==> src/rtl/evt_sched_pkg.sv <==
package evt_sched_pkg;
  localparam int unsigned KIND_W = 3;
  localparam int unsigned IDX_W  = 3;

  typedef enum logic [KIND_W-1:0] {
    ACT_LINE  = 3'd0,
    ACT_FLAG  = 3'd1,
    ACT_T2RST = 3'd2,
    ACT_CONV  = 3'd3,
    ACT_IRQ   = 3'd4
  } act_kind_e;

  typedef struct packed {
    logic [KIND_W-1:0] kind;
    logic [IDX_W-1:0]  idx;
    logic              lvl;
  } act_t;
endpackage

==> src/rtl/evt_slot_table.sv <==
module evt_slot_table
  import evt_sched_pkg::*;
#(
  parameter int unsigned SLOTS  = 8,
  parameter int unsigned TIME_W = 16
) (
  input  logic              clk_i,
  input  logic              rst_ni,
  input  logic              wr_i,
  input  logic [TIME_W-1:0] wr_time_i,
  input  act_t              wr_act_i,
  input  logic [TIME_W-1:0] timer_i,
  output logic              full_o,
  output logic [SLOTS-1:0]  valid_o,
  output logic [SLOTS-1:0]  fire_o,
  output act_t              act_o [SLOTS]
);
  logic [SLOTS-1:0]  valid_q;
  logic [TIME_W-1:0] time_q [SLOTS];
  act_t              act_q  [SLOTS];
  logic [SLOTS-1:0]  free_w, grant_w;
  logic              wr_ok;

  assign full_o  = &valid_q;
  assign wr_ok   = wr_i & ~full_o;
  assign free_w  = ~valid_q;
  // isolate lowest set bit of the free mask
  assign grant_w = free_w & (~free_w + SLOTS'(1));

  for (genvar s = 0; s < SLOTS; s++) begin : g_slot
    assign fire_o[s] = valid_q[s] && (time_q[s] == timer_i);
    assign act_o[s]  = act_q[s];

    always_ff @(posedge clk_i or negedge rst_ni) begin
      if (!rst_ni) begin
        valid_q[s] <= 1'b0;
        time_q[s]  <= '0;
        act_q[s]   <= '0;
      end else if (wr_ok && grant_w[s]) begin
        valid_q[s] <= 1'b1;
        time_q[s]  <= wr_time_i;
        act_q[s]   <= wr_act_i;
      end else if (fire_o[s]) begin
        valid_q[s] <= 1'b0;
      end
    end
  end

  assign valid_o = valid_q;
endmodule

==> src/rtl/evt_action_merge.sv <==
module evt_action_merge
  import evt_sched_pkg::*;
#(
  parameter int unsigned SLOTS = 8,
  parameter int unsigned LINES = 6,
  parameter int unsigned FLAGS = 4
) (
  input  logic [SLOTS-1:0] fire_i,
  input  act_t             act_i [SLOTS],
  input  logic [LINES-1:0] lines_q_i,
  output logic [LINES-1:0] lines_d_o,
  output logic [FLAGS-1:0] flag_set_o,
  output logic             t2rst_o,
  output logic             conv_o,
  output logic             irq_o
);
  always_comb begin
    lines_d_o  = lines_q_i;
    flag_set_o = '0;
    t2rst_o    = 1'b0;
    conv_o     = 1'b0;
    irq_o      = 1'b0;
    // walk high to low so the lowest firing slot writes a line last
    for (int i = SLOTS - 1; i >= 0; i--) begin
      if (fire_i[i]) begin
        case (act_i[i].kind)
          ACT_LINE: begin
            for (int j = 0; j < LINES; j++)
              if (act_i[i].idx == IDX_W'(j)) lines_d_o[j] = act_i[i].lvl;
          end
          ACT_FLAG: begin
            for (int j = 0; j < FLAGS; j++)
              if (act_i[i].idx == IDX_W'(j)) flag_set_o[j] = 1'b1;
          end
          ACT_T2RST: t2rst_o = 1'b1;
          ACT_CONV:  conv_o  = 1'b1;
          ACT_IRQ:   irq_o   = 1'b1;
          default: ;
        endcase
      end
    end
  end
endmodule

==> src/rtl/evt_sched.sv <==
module evt_sched
  import evt_sched_pkg::*;
#(
  parameter int unsigned SLOTS  = 8,
  parameter int unsigned TIME_W = 16,
  parameter int unsigned LINES  = 6,
  parameter int unsigned FLAGS  = 4
) (
  input  logic                  clk_i,
  input  logic                  rst_ni,
  input  logic                  cmd_valid_i,
  input  logic [TIME_W-1:0]     cmd_time_i,
  input  logic [KIND_W-1:0]     cmd_kind_i,
  input  logic [IDX_W-1:0]      cmd_idx_i,
  input  logic                  cmd_lvl_i,
  output logic                  full_o,
  input  logic [TIME_W-1:0]     timer_i,
  input  logic [FLAGS-1:0]      flag_clr_i,
  output logic [LINES-1:0]      lines_o,
  output logic [FLAGS-1:0]      flags_o,
  output logic                  tmr2_rst_o,
  output logic                  conv_start_o,
  output logic                  irq_o
);
  act_t             wr_act;
  logic [SLOTS-1:0] valid_w, fire_w;
  act_t             act_w [SLOTS];
  logic [LINES-1:0] lines_d, lines_q;
  logic [FLAGS-1:0] flag_set, flags_q;
  logic             t2rst_d, conv_d, irq_d;
  logic             t2rst_q, conv_q, irq_q;

  assign wr_act = '{kind: cmd_kind_i, idx: cmd_idx_i, lvl: cmd_lvl_i};

  evt_slot_table #(.SLOTS(SLOTS), .TIME_W(TIME_W)) i_table (
    .clk_i     (clk_i),
    .rst_ni    (rst_ni),
    .wr_i      (cmd_valid_i),
    .wr_time_i (cmd_time_i),
    .wr_act_i  (wr_act),
    .timer_i   (timer_i),
    .full_o    (full_o),
    .valid_o   (valid_w),
    .fire_o    (fire_w),
    .act_o     (act_w)
  );

  evt_action_merge #(.SLOTS(SLOTS), .LINES(LINES), .FLAGS(FLAGS)) i_merge (
    .fire_i     (fire_w),
    .act_i      (act_w),
    .lines_q_i  (lines_q),
    .lines_d_o  (lines_d),
    .flag_set_o (flag_set),
    .t2rst_o    (t2rst_d),
    .conv_o     (conv_d),
    .irq_o      (irq_d)
  );

  always_ff @(posedge clk_i or negedge rst_ni) begin
    if (!rst_ni) begin
      lines_q <= '0;
      flags_q <= '0;
      t2rst_q <= 1'b0;
      conv_q  <= 1'b0;
      irq_q   <= 1'b0;
    end else begin
      lines_q <= lines_d;
      flags_q <= (flags_q & ~flag_clr_i) | flag_set;
      t2rst_q <= t2rst_d;
      conv_q  <= conv_d;
      irq_q   <= irq_d;
    end
  end

  assign lines_o      = lines_q;
  assign flags_o      = flags_q;
  assign tmr2_rst_o   = t2rst_q;
  assign conv_start_o = conv_q;
  assign irq_o        = irq_q;
endmodule

==> config.mk <==
export PLATFORM = sky130hd
export DESIGN_NAME = evt_sched
export DESIGN_NICKNAME = d
export VERILOG_FILES = /design/src/rtl/evt_sched_pkg.sv /design/src/rtl/evt_slot_table.sv /design/src/rtl/evt_action_merge.sv /design/src/rtl/evt_sched.sv
export SDC_FILE = /design/constraint.sdc
export NUM_CORES = 1
export LEC_CHECK = 0
export ABC_AREA = 1
export BUFFER_PORTS_ARGS = -buffer_cell sky130_fd_sc_hd__buf_2
export CORE_MARGIN = 3
export CORE_UTILIZATION = 58
export CTS_BUF_LIST = sky130_fd_sc_hd__clkbuf_8
export DETAILED_ROUTE_END_ITERATION = 10
export GPL_ROUTABILITY_DRIVEN = 0
export MAX_ROUTING_LAYER = met4
export PLACE_DENSITY = 0.79
export REMOVE_ABC_BUFFERS = 1
export SETUP_SLACK_MARGIN = 0.5
export SLEW_MARGIN = 20
export SYNTH_ARGS = -nofsm -noshare
export SYNTH_HDL_FRONTEND = slang
export SYNTH_SLANG_ARGS = --single-unit
==> constraint.sdc <==
create_clock -name clk_i -period 1.8 [get_ports clk_i]
set_input_delay 0.36 -clock clk_i [delete_from_list [all_inputs] [get_ports clk_i]]
set_output_delay 0.36 -clock clk_i [all_outputs]
set_load 0.005 [all_outputs]
==> impl_metrics.toml, run 1 <==
[yosys]
syn_area_um2 = 12170
ys_types = 43
yosysWarnings = 0
ys_seq_elements = 205
synthCells = 1736
syn_area_per_cell_um2 = 7.011
seq_area_frac_synth_pct = 42.15

[floorplan]
pin_count = 60
rows = 52
die_w_um = 150.9
die_h_um = 150.9
start_util_pct = 59.58

[outcome]
tool.error = "[ERROR GRT-0232] Routing congestion too high. Check the congestion heatmap in the GUI."
stop_stage = "5_1_grt"
run_status = "stopped before the end"

[global_route]
grt_util_all_layers_pct = 77.53
overflow = 51
grt_max_degree = 54

[cts]
cts_root_buf = "clkbuf_8"
cts_sinks = 205
h-tree-depth = 2
cts-buffers-inserted = 35
cts_buffer_depth = 3

[placement]
hpwl_um = 30620
place_area_um2 = 13870
numPortBuffers = 59

[sta]
endpoint_type = "register input"
crit_endpoint = "lines_o[1]$_DFF_PN0_/D"
[cell families after synthesis]
logic type / count (synthesis) / share of synthesized area, %
buf+inv: 286 / 10.15
flops: 205 / 42.15
simple gates: 949 / 33.55
xor+xnor: 50 / 3.598
compound gates: 246 / 10.56
[Yosys cell counts (all sizes together)]
cell / count / area [µm²]
o21a: 5 / 37.54
o31ai: 2 / 15.01
xnor2: 29 / 254.0
nand3: 84 / 435.4
o2111a: 1 / 11.26
nor3: 37 / 211.5
o21ai: 196 / 981.0
clkbuf: 14 / 52.55
a211oi: 1 / 7.510
xor2: 21 / 183.9
nand4: 77 / 488.0
or2: 12 / 75.08
nor2: 188 / 740.7
or4: 1 / 7.510
and2: 1 / 6.260
nand3b: 3 / 22.52
nor4: 10 / 62.56
a21oi: 29 / 145.1
inv: 229 / 859.6
o221ai: 1 / 8.760
nor3b: 2 / 20.02
dfrtp: 205 / 5130
and3: 3 / 18.77
o22ai: 4 / 25.02
o41ai: 2 / 17.52
a31oi: 3 / 18.77
a221oi: 1 / 8.760
o32ai: 1 / 8.760
buf: 43 / 322.8
nand2: 531 / 1996
[routing by layer]
| metal | GRT usage [%] | overflow |
|---|---|---|
| met1 | 78.44 | 1 |
| met3 | 67.15 | 0 |
| met2 | 88.75 | 22 |
| met5 | - | - |
| met4 | 68.36 | 28 |
[per-stage QoR]
stage	TNS [ns]	setup slack [ns]	utilization [%]	std cells
2_1_floorplan	-49.38	-0.5210	-	1679
3_3_place_gp	-15.15	-0.5598	67.89	2173
3_5_place_dp	-23.40	-0.5798	67.89	2173
4_1_cts	-31.06	-0.3639	81.72	2309
[timing repair]
item / 4_1_cts
pin swaps: 27
hold endpoints to repair: 44
buffers inserted: 51
cloned: 30
resized for setup: 391
endpoints found under the setup margin: 219
hold buffers: 1
==> run 2: changes to the inputs <==
CORE_UTILIZATION = 40   (was 58)
CTS_BUF_LIST = unset   (was sky130_fd_sc_hd__clkbuf_8)
MAX_ROUTING_LAYER = unset   (was met4)
PLACE_DENSITY = unset   (was 0.79)
PLACE_DENSITY_LB_ADDON = 0.15   (was unset)
SETUP_SLACK_MARGIN = unset   (was 0.5)
clock period = 2.35 ns   (was 1.8 ns; I/O delays follow)
==> run 2 against run 1 <==
The run now ends clean. Synthesized cell count did not move. Area after synthesis did not move.
==> impl_metrics.toml, run 2 <==
[drt]
vias = 12080
postRouteAntennaNets = 0
drt_pass1_iterations = 6
drt_wl_total_um = 42820
avgViaCountPerCell = 5.273
drcViolationCount = 0
drt_first_iter_violations = 1534
wl_per_cell_um = 18.70

[floorplan]
rows = 63
pin_count = 60
die_h_um = 180.4
die_w_um = 180.4
start_util_pct = 40.85
dieArea_um2 = 32560
coreArea_um2 = 29800

[yosys]
seq_area_frac_synth_pct = 42.15
syn_area_per_cell_um2 = 7.011
ys_seq_elements = 205
async_flop_share_pct = 100.0
yosys.area.top_type = "dfrtp_1"
synth_top_area_share_pct = 42.15
ys_types = 43
synth_area_leaders = "dfrtp_1 42%, nand2_1 16%, o21ai_0 7.1%"
synth.most_common_cell = "nand2_1"
synth_edf_count = 0
yosysWarnings = 0
ys.flop_type = "dfrtp_1"
syn_area_um2 = 12170
synth_common_cells = "530 x nand2_1, 217 x inv_1, 205 x dfrtp_1, 176 x nor2_1, 172 x o21ai_0"
synthCells = 1736

[critical_path]
critPathCaptureType = "output pin"
arrival_ns = 1.81
worstPathMaxFanout = 3
worstSetupPathType = "reg -> out"
worstSetupStartpointType = "register"
cp.required_ns = 1.88

[placement]
place_area_um2 = 13680
numPortBuffers = 59
hpwl_um = 33490

[sta]
hold_viol = 0
relSlewSlack_pct = 51.01
setup_viol = 0
fin_skew_ns = 0.01758
rsz0062_at_grt = "yes"
finalCritPeriodShare_pct = 97.04
fmax_ghz = 0.4385
worst-slew-pin-transition_ns = 0.7292
slew_violations = 0
timing.final.crit_period_ns = 2.281
worst_hold_slack_ns = 0.1776

[min_path]
hp-class = "in -> reg"

[power_and_ir_drop]
powerDensity_nw_per_um2 = 580.1
power_leakage_nw = 7.063
vdd_drop_max_mv = 0.5448
finalPower_mw = 8.385

[cells_and_area]
diodes = 0
layout_commonest_cell = "nand2_1"
largest_reg_flops = 128
area_growth_pct = 18.75
most-common-layout-cells = "530 x nand2_1, 217 x inv_1, 204 x dfrtp_1, 176 x nor2_1, 172 x o21ai_0"
final_area_um2 = 14450
fin_nets = 1933
top_register = "i_table.time_q"
drive_above_1_share_pct = 13.74

[cts]
cts_buffer_depth = 3
h-tree-depth = 1
cts_tree = "built"
cts_sinks = 205
clk_pin_slew_ns = 0.06
clk_latency_ns = 0.54
cts_root_buf = "clkbuf_16"
cts-buffers-inserted = 25

[global_route]
grt_first_pass_wirelength_um = 66820
grt_max_degree = 59
antenna_found_initial = 0
grt_pass1_vias = 11150
grt_util_all_layers_pct = 26.20
overflow = 0

[job]
cap_violations = 0

[outcome]
run_status = "finished clean"
run 2: cell counts after synthesis:
No cell type changed its count.
run 2: path summary, 6_finish.rpt:
| path | from | to | slack, ns | cells past startpoint |
|---|---|---|---|---|
| min in group asynchronous | rst_ni | i_table.act_o[1]$_DFFE_PN0P_ | 0.46 | 2 |
| min reg2reg | i_table.time_q[0]$_DFFE_PN0P_ | i_table.time_q[0]$_DFFE_PN0P_ | 0.49 | 2 |
| max reg2reg | i_table.time_q[8]$_DFFE_PN0P_ | lines_o[4]$_DFF_PN0_ | 0.14 | 13 |
| max in group asynchronous | rst_ni | i_table.act_o[31]$_DFFE_PN0P_ | 1.20 | 3 |
| max | i_table.valid_o[3]$_DFFE_PN0P_ | full_o | 0.07 | 7 |
| min | cmd_idx_i[0] | i_table.act_o[1]$_DFFE_PN0P_ | 0.18 | 3 |
run 2: area by class of cell:
cell class | count | area, µm²
multi-input cells | 1245 | 5818
well taps | 390 | 488.0
flip-flops and latches | 205 | 5131
inverters | 229 | 859.6
repair buffers | 181 | 1411
clock inverters | 5 | 42.54
fillers | 3007 | 15340
clock buffers | 35 | 703.2
run 2: per-stage QoR:
stage	instances	TNS (ns)	worst slack [ns]	util, %
2_1_floorplan	1679	0	0.02902	-
3_3_place_gp	2248	-0.3304	-0.1035	45.92
3_5_place_dp	2248	-0.4438	-0.1016	45.92
4_1_cts	2290	0	0.03822	48.51
5_1_grt	2290	-0.08394	-0.08394	48.51
6_report	2290	0	0.06946	48.51
run 2: where the power goes:
| group | total (mW) | internal, mW | switching [mW] |
|---|---|---|---|
| clock network | 3.59 | 2.07 | 1.51 |
| registers | 3.80 | 3.67 | 0.125 |
| logic | 1.00 | 0.355 | 0.646 |
run 2: critical path, stage by stage (launching register included):
cell     delay (ns)
dfrtp_2        0.36
inv_2          0.06
nor3_4         0.25
nand2_1        0.10
nor2_2         0.13
inv_2          0.06
nor3_4         0.15
buf_2          0.15
run 2: timing repair:
action                     in CTS  in global routing
hold buffers                    1                  0
hold endpoints to repair       47                  0
setup endpoints to repair       1                  1
gates resized for setup         2                  0
gates cloned                    0                  0
pin swaps                       0                  0
setup buffers                   1                  0
run 2: per-layer routing:
metal | wire [µm] | up-vias | GRT usage, %
li1 | - | 5868 | -
met1 | 20220 | 5600 | 40.65
met2 | 17250 | 545 | 36.93
met3 | 4212 | 63 | 5.571
met4 | 1139 | 0 | 6.663
met5 | 0 | - | 0
run 2: cell families (layout without fill, tap and decap cells):
group / count (synthesis) / count (layout) / share of synthesized area (%)
simple gates: 949 / 949 / 33.55
compound gates: 246 / 246 / 10.56
flops: 205 / 205 / 42.15
buf+inv: 286 / 450 / 10.15
xor+xnor: 50 / 50 / 3.598
Power figures use the tool's default switching activity.
==> run 3: changes to the inputs <==
ABC_AREA = unset   (was 1)
==> run 3 against run 2 <==
The flow now finishes with violations (negative setup slack). Final cell count is 28% lower. Sequential power up 31%. Sequential share of layout area down 0.82 points. Total power is 41% higher. Routed wire length fell by 14%. Critical endpoint is now lines_o[5]$_DFF_PN0_. Largest cell class unchanged. Highest routed layer unchanged.
==> impl_metrics.toml, run 3 <==
[outcome]
run_status = "complete, but fails checks"
violations = "negative setup slack"

[sta]
finalCritPeriodShare_pct = 111.4
hold_viol = 0
timing.final.crit_period_ns = 2.619
rsz0062_at_grt = "yes"
fin_skew_ns = 0.01437
fmax_ghz = 0.3818
worst-slew-pin-transition_ns = 0.5962
fin_ws_ns = -0.2689
setup_viol = 9
relSlewSlack_pct = 59.69
slew_violations = 0
finalSetupTns_ns = -0.9286

[floorplan]
die_h_um = 173.5
start_util_pct = 41.16
pin_count = 60
die_w_um = 173.5
rows = 60
dieArea_um2 = 30080
coreArea_um2 = 27250

[placement]
place_area_um2 = 13330
place_ws_ns = -0.9471
hpwl_um = 27770
numPortBuffers = 59
dp.cells = 1592

[critical_path]
timing.critical_path.mode_cell = "and3_4"
worstSetupPathType = "reg -> reg"
worstSetupStartpointType = "register"
reg2reg_from = "i_table.time_q[56]$_DFFE_PN0P_"
critPathCaptureType = "register"
path_delay_family = "simple AND/OR/NAND/NOR gates"
path_cells = "xor2_1 -> nor4_2 -> and3_4 -> and3_4 -> nand4_1 -> buf_4 -> o2111a_1 -> or4_1 -> nor2b_4"
arrival_ns = 3.05
cp.required_ns = 2.78
path_buf_inv = 1
worstPathMaxFanout = 2
worstSetupStartpoint = "i_table.time_q[56]$_DFFE_PN0P_"
crit_path_top_delay_cell = "or4_1"
max_stage_delay_ns = 0.51

[yosys]
synth_common_cells = "205 x dfrtp_1, 177 x mux2_2, 75 x xor2_1, 60 x nor2_1"
yosysWarnings = 0
yosys.area.top_type = "dfrtp_1"
async_flop_share_pct = 100.0
syn_area_um2 = 11220
seq_area_frac_synth_pct = 45.74
synth.most_common_cell = "dfrtp_1"
ys.flop_type = "dfrtp_1"
ys_types = 73
synth_edf_count = 0
synth_area_leaders = "dfrtp_1 46%, mux2_2 18%, xor2_1 5.9%"
synth_top_area_share_pct = 45.74
syn_area_per_cell_um2 = 11.06
ys_seq_elements = 205
synthCells = 1014

[cells_and_area]
fin_util_pct = 54.28
diodes = 0
fillers = 2393
drive_above_1_share_pct = 45.21
largest_reg_flops = 128
fin_cells = 1646
multiInputGateArea_um2 = 6284
most-common-layout-cells = "205 x dfrtp_1, 180 x buf_4, 175 x mux2_2, 67 x xor2_1, 58 x buf_2"
final_area_um2 = 14790
top_register = "i_table.time_q"
layout_commonest_cell = "dfrtp_1"
area_growth_pct = 31.88
fin_nets = 1303
regArea_um2 = 5130

[power_and_ir_drop]
powerDensity_nw_per_um2 = 798.5
vdd_drop_max_mv = 0.6648
power_leakage_nw = 6.530

[cts]
cts-buffers-inserted = 24
cts_sinks = 205
h-tree-depth = 1
clk_latency_ns = 0.54
cts_buffer_depth = 3
cts_root_buf = "clkbuf_16"
clk_pin_slew_ns = 0.06
cts_tree = "built"

[drt]
drt_first_iter_violations = 689
drt_wl_total_um = 36710
vias = 9099
wl_per_cell_um = 22.30
drt_pass1_iterations = 5
drcViolationCount = 0
avgViaCountPerCell = 5.528
postRouteAntennaNets = 0

[min_path]
hp-class = "in -> reg"
hp-start = "cmd_valid_i"

[global_route]
grt_pass1_vias = 9283
grt_util_all_layers_pct = 24.00
overflow = 0
grt_first_pass_wirelength_um = 55800
antenna_found_initial = 0
grt_max_degree = 67

[job]
cap_violations = 0
==> run 3: stage by stage <==
stage	total power [mW]	hold WS, ns
after floorplan	6.356	0.1744
after global placement	7.707	0.3582
after detailed placement	7.764	0.3546
after CTS	11.76	0.2500
after global routing	12.38	0.2648
final	11.81	0.2580
==> run 3: report_power, final <==
group | switching (mW) | leakage [nW] | internal [mW]
clock | 1.56 | 0.398 | 2.27
sequential | 0.734 | 2.55 | 4.24
combinational | 1.52 | 3.59 | 1.49
total | 3.81 | 6.53 | 8.00
==> run 3: tightest hold or removal path, delay by kind of cell <==
family | cells | cell delay, ns
simple gates | 2 | 0.13
buf+inv | 1 | 0.15
==> run 3: worst paths after layout <==
check | endpoint | slack (ns) | cells past startpoint
max | lines_o[5]$_DFF_PN0_ | -0.27 | 9
min in group asynchronous | i_table.act_o[9]$_DFFE_PN0P_ | 0.39 | 2
min reg2reg | i_table.time_q[86]$_DFFE_PN0P_ | 0.52 | 1
min | i_table.valid_o[0]$_DFFE_PN0P_ | 0.26 | 3
max reg2reg | lines_o[5]$_DFF_PN0_ | -0.27 | 9
max in group asynchronous | i_table.time_q[108]$_DFFE_PN0P_ | 1.32 | 3
==> run 3: area by class of cell <==
type | instances | area share, %
timing repair buffer | 262 | 13.65
clock inverter | 9 | 0.8543
multi-input combinational | 743 | 42.48
tap | 372 | 3.147
sequential | 205 | 34.68
inverter | 21 | 0.5329
clock buffer | 34 | 4.652
==> run 3: logic make-up (layout without fill, tap and decap cells) <==
group	count (synthesis)	in the layout	synth area share, %
buffers and inverters	66	326	3.068
AO/OA/AOI/OAI	90	90	5.857
flip-flops	205	205	45.74
multiplexers	180	180	18.04
XOR/XNOR	129	129	10.07
AND/OR/NAND/NOR	344	344	17.22
==> run 3: repair_timing <==
| action | 4_1_cts | 5_1_grt |
|---|---|---|
| pin swaps | 34 | 28 |
| resized for setup | 59 | 50 |
| setup buffers | 7 | 4 |
| hold buffers | 1 | 0 |
| endpoints found under the setup margin | 13 | 13 |
| hold endpoints to repair | 27 | 0 |
==> run 3: layer usage <==
metal / vias to the layer above / global-route usage [%] / wire, µm
met2: 271 / 41.48 / 18000
met4: 0 / 9.088 / 1706
li1: 4184 / - / -
met3: 97 / 3.263 / 1543
met1: 4547 / 30.61 / 15460
met5: - / 0 / 0
==> run 4: changes to the inputs <==
CORE_MARGIN = 4   (was 3)
CTS_BUF_LIST = sky130_fd_sc_hd__clkbuf_4 sky130_fd_sc_hd__clkbuf_8   (was unset)
==> run 4 against run 3 <==
The run still ends with negative setup slack left. Worst hold slack improved by 0.0073 ns. Critical path type unchanged. Maximum frequency decreased by 0.95%. First-iteration DRC count decreased by 21%. Final area decreased by 2.3%. Die area increased by 2.3%. Flip-flop and latch count unchanged. Largest cell class unchanged. Via count decreased by 0.40%. Highest routed layer unchanged. Non-clock buffer count decreased by 28.
==> impl_metrics.toml, run 4 (synthesis gave the netlist of run 3 again) <==
[power_and_ir_drop]
vdd_drop_max_mv = 0.6130
powerDensity_nw_per_um2 = 785.7
power_leakage_nw = 6.353

[drt]
drt_first_iter_violations = 547
drt_pass1_iterations = 6
drt_wl_total_um = 36620
vias = 9063
avgViaCountPerCell = 5.519
postRouteAntennaNets = 0
wl_per_cell_um = 22.30
drcViolationCount = 0

[placement]
dp.cells = 1576
hpwl_um = 28000
place_ws_ns = -0.8156
numPortBuffers = 59

[cells_and_area]
area_growth_pct = 28.89
fillers = 2537
drive_above_1_share_pct = 44.07
most-common-layout-cells = "205 x dfrtp_1, 176 x mux2_2, 156 x buf_4, 69 x xor2_1, 58 x buf_2"
layout_commonest_cell = "dfrtp_1"
largest_reg_flops = 128
regArea_um2 = 5130
fin_util_pct = 52.18
fin_cells = 1642
multiInputGateArea_um2 = 6221
fin_nets = 1289
diodes = 0
top_register = "i_table.time_q"

[min_path]
hp-class = "in -> reg"
whs_path_depth = 3

[critical_path]
r2r_cells = 8
worstSetupStartpointType = "register"
max_stage_delay_ns = 0.51
arrival_ns = 3.07
worstPathMaxFanout = 2
path_delay_family = "simple AND/OR/NAND/NOR gates"
crit_path_top_delay_cell = "or4_1"
critPathCaptureType = "register"
timing.critical_path.mode_cell = "and3_4"
path_cells = "xor2_2 -> nor4_4 -> and3_4 -> and3_4 -> nand4_1 -> mux2_2 -> or4_1 -> nor2b_4"
path_depth = 8
cp.required_ns = 2.77
worstSetupPathType = "reg -> reg"
path_buf_inv = 0

[global_route]
grt_pass1_vias = 9370
grt_first_pass_wirelength_um = 55700
grt_max_degree = 49
overflow = 0
grt_util_all_layers_pct = 23.72
antenna_found_initial = 0

[sta]
fin_ws_ns = -0.2940
rsz0062_at_grt = "yes"
slew_violations = 0
worst-slew-pin-transition_ns = 0.6551
setup_viol = 7
fmax_ghz = 0.3782
hold_viol = 0
relSlewSlack_pct = 55.92
fin_skew_ns = 0.01796
timing.final.crit_period_ns = 2.644
finalCritPeriodShare_pct = 112.5
worst_hold_slack_ns = 0.2653

[job]
cap_violations = 0

[outcome]
violations = "negative setup slack"
run_status = "complete, but fails checks"

[floorplan]
dieArea_um2 = 30780
die_h_um = 175.5
die_w_um = 175.5
pin_count = 60
coreArea_um2 = 27710
rows = 61
start_util_pct = 40.48

[cts]
clk_latency_ns = 0.53
h-tree-depth = 2
cts_sinks = 205
clk_pin_slew_ns = 0.07
cts_tree = "built"
cts-buffers-inserted = 38
cts_buffer_depth = 3
cts_root_buf = "clkbuf_8"
run 4: cell types whose count changed in the layout (fill, tap and decap cells not counted), sizes merged:
cell	change
buf	-28
bufinv	-2
inv	-1
clkbuf	+24
clkinv	-3
run 4: power breakdown:
group | internal, mW | switching [mW] | leakage, nW
Clock | 1.96 | 1.50 | 0.397
Sequential | 4.24 | 0.707 | 2.55
Combinational | 1.44 | 1.52 | 3.41
run 4: layout make-up:
type / count / share of cell area, %
Timing Repair Buffer: 234 / 12.50
Clock buffer: 58 / 5.046
Multi-Input combinational cell: 743 / 43.03
Clock inverter: 3 / 0.1212
Inverter: 21 / 0.5453
Sequential cell: 205 / 35.49
Tap cell: 378 / 3.272
run 4: what timing repair did:
action / in CTS / in global routing
hold buffers: 1 / 0
buffers inserted: 3 / 3
hold endpoints to repair: 43 / 0
setup endpoints to repair: 13 / 12
resized for setup: 56 / 32
pin swaps: 36 / 17
run 4: metrics by stage:
stage               power, mW  instance area [µm²]  TNS, ns
floorplan               6.356                10950   -23.50
global placement        7.655                13190   -8.204
detailed placement      7.708                13190   -8.609
CTS                     11.39                14260   -1.176
global route            11.93                14460   -1.889
finish                  11.36                14460   -1.091
run 4: metal layers:
| metal | global-route usage (%) | wire, µm |
|---|---|---|
| met4 | 11.05 | 1920 |
| met3 | 3.831 | 1969 |
| met2 | 40.14 | 17550 |
| met1 | 29.88 | 15170 |
| met5 | 0 | 0 |
run 4: final timing paths:
check                                                     from                              to  slack, ns
worst max-delay path            i_table.time_q[59]$_DFFE_PN0P_            lines_o[5]$_DFF_PN0_      -0.29
worst min-delay path                               cmd_valid_i  i_table.valid_o[0]$_DFFE_PN0P_       0.27
worst max register to register  i_table.time_q[59]$_DFFE_PN0P_            lines_o[5]$_DFF_PN0_      -0.29
worst min register to register  i_table.time_q[79]$_DFFE_PN0P_  i_table.time_q[79]$_DFFE_PN0P_       0.52
max in group asynchronous                               rst_ni  i_table.time_q[36]$_DFFE_PN0P_       1.14
min in group asynchronous                               rst_ni   i_table.act_o[11]$_DFFE_PN0P_       0.46
run 4: worst register-to-register path, stage by stage (launching register included):
cell and delay [ns]:
dfrtp_1 0.40, xor2_2 0.20, nor4_4 0.38, and3_4 0.28
and3_4 0.20, nand4_1 0.12, mux2_2 0.31, or4_1 0.51
nor2b_4 0.14
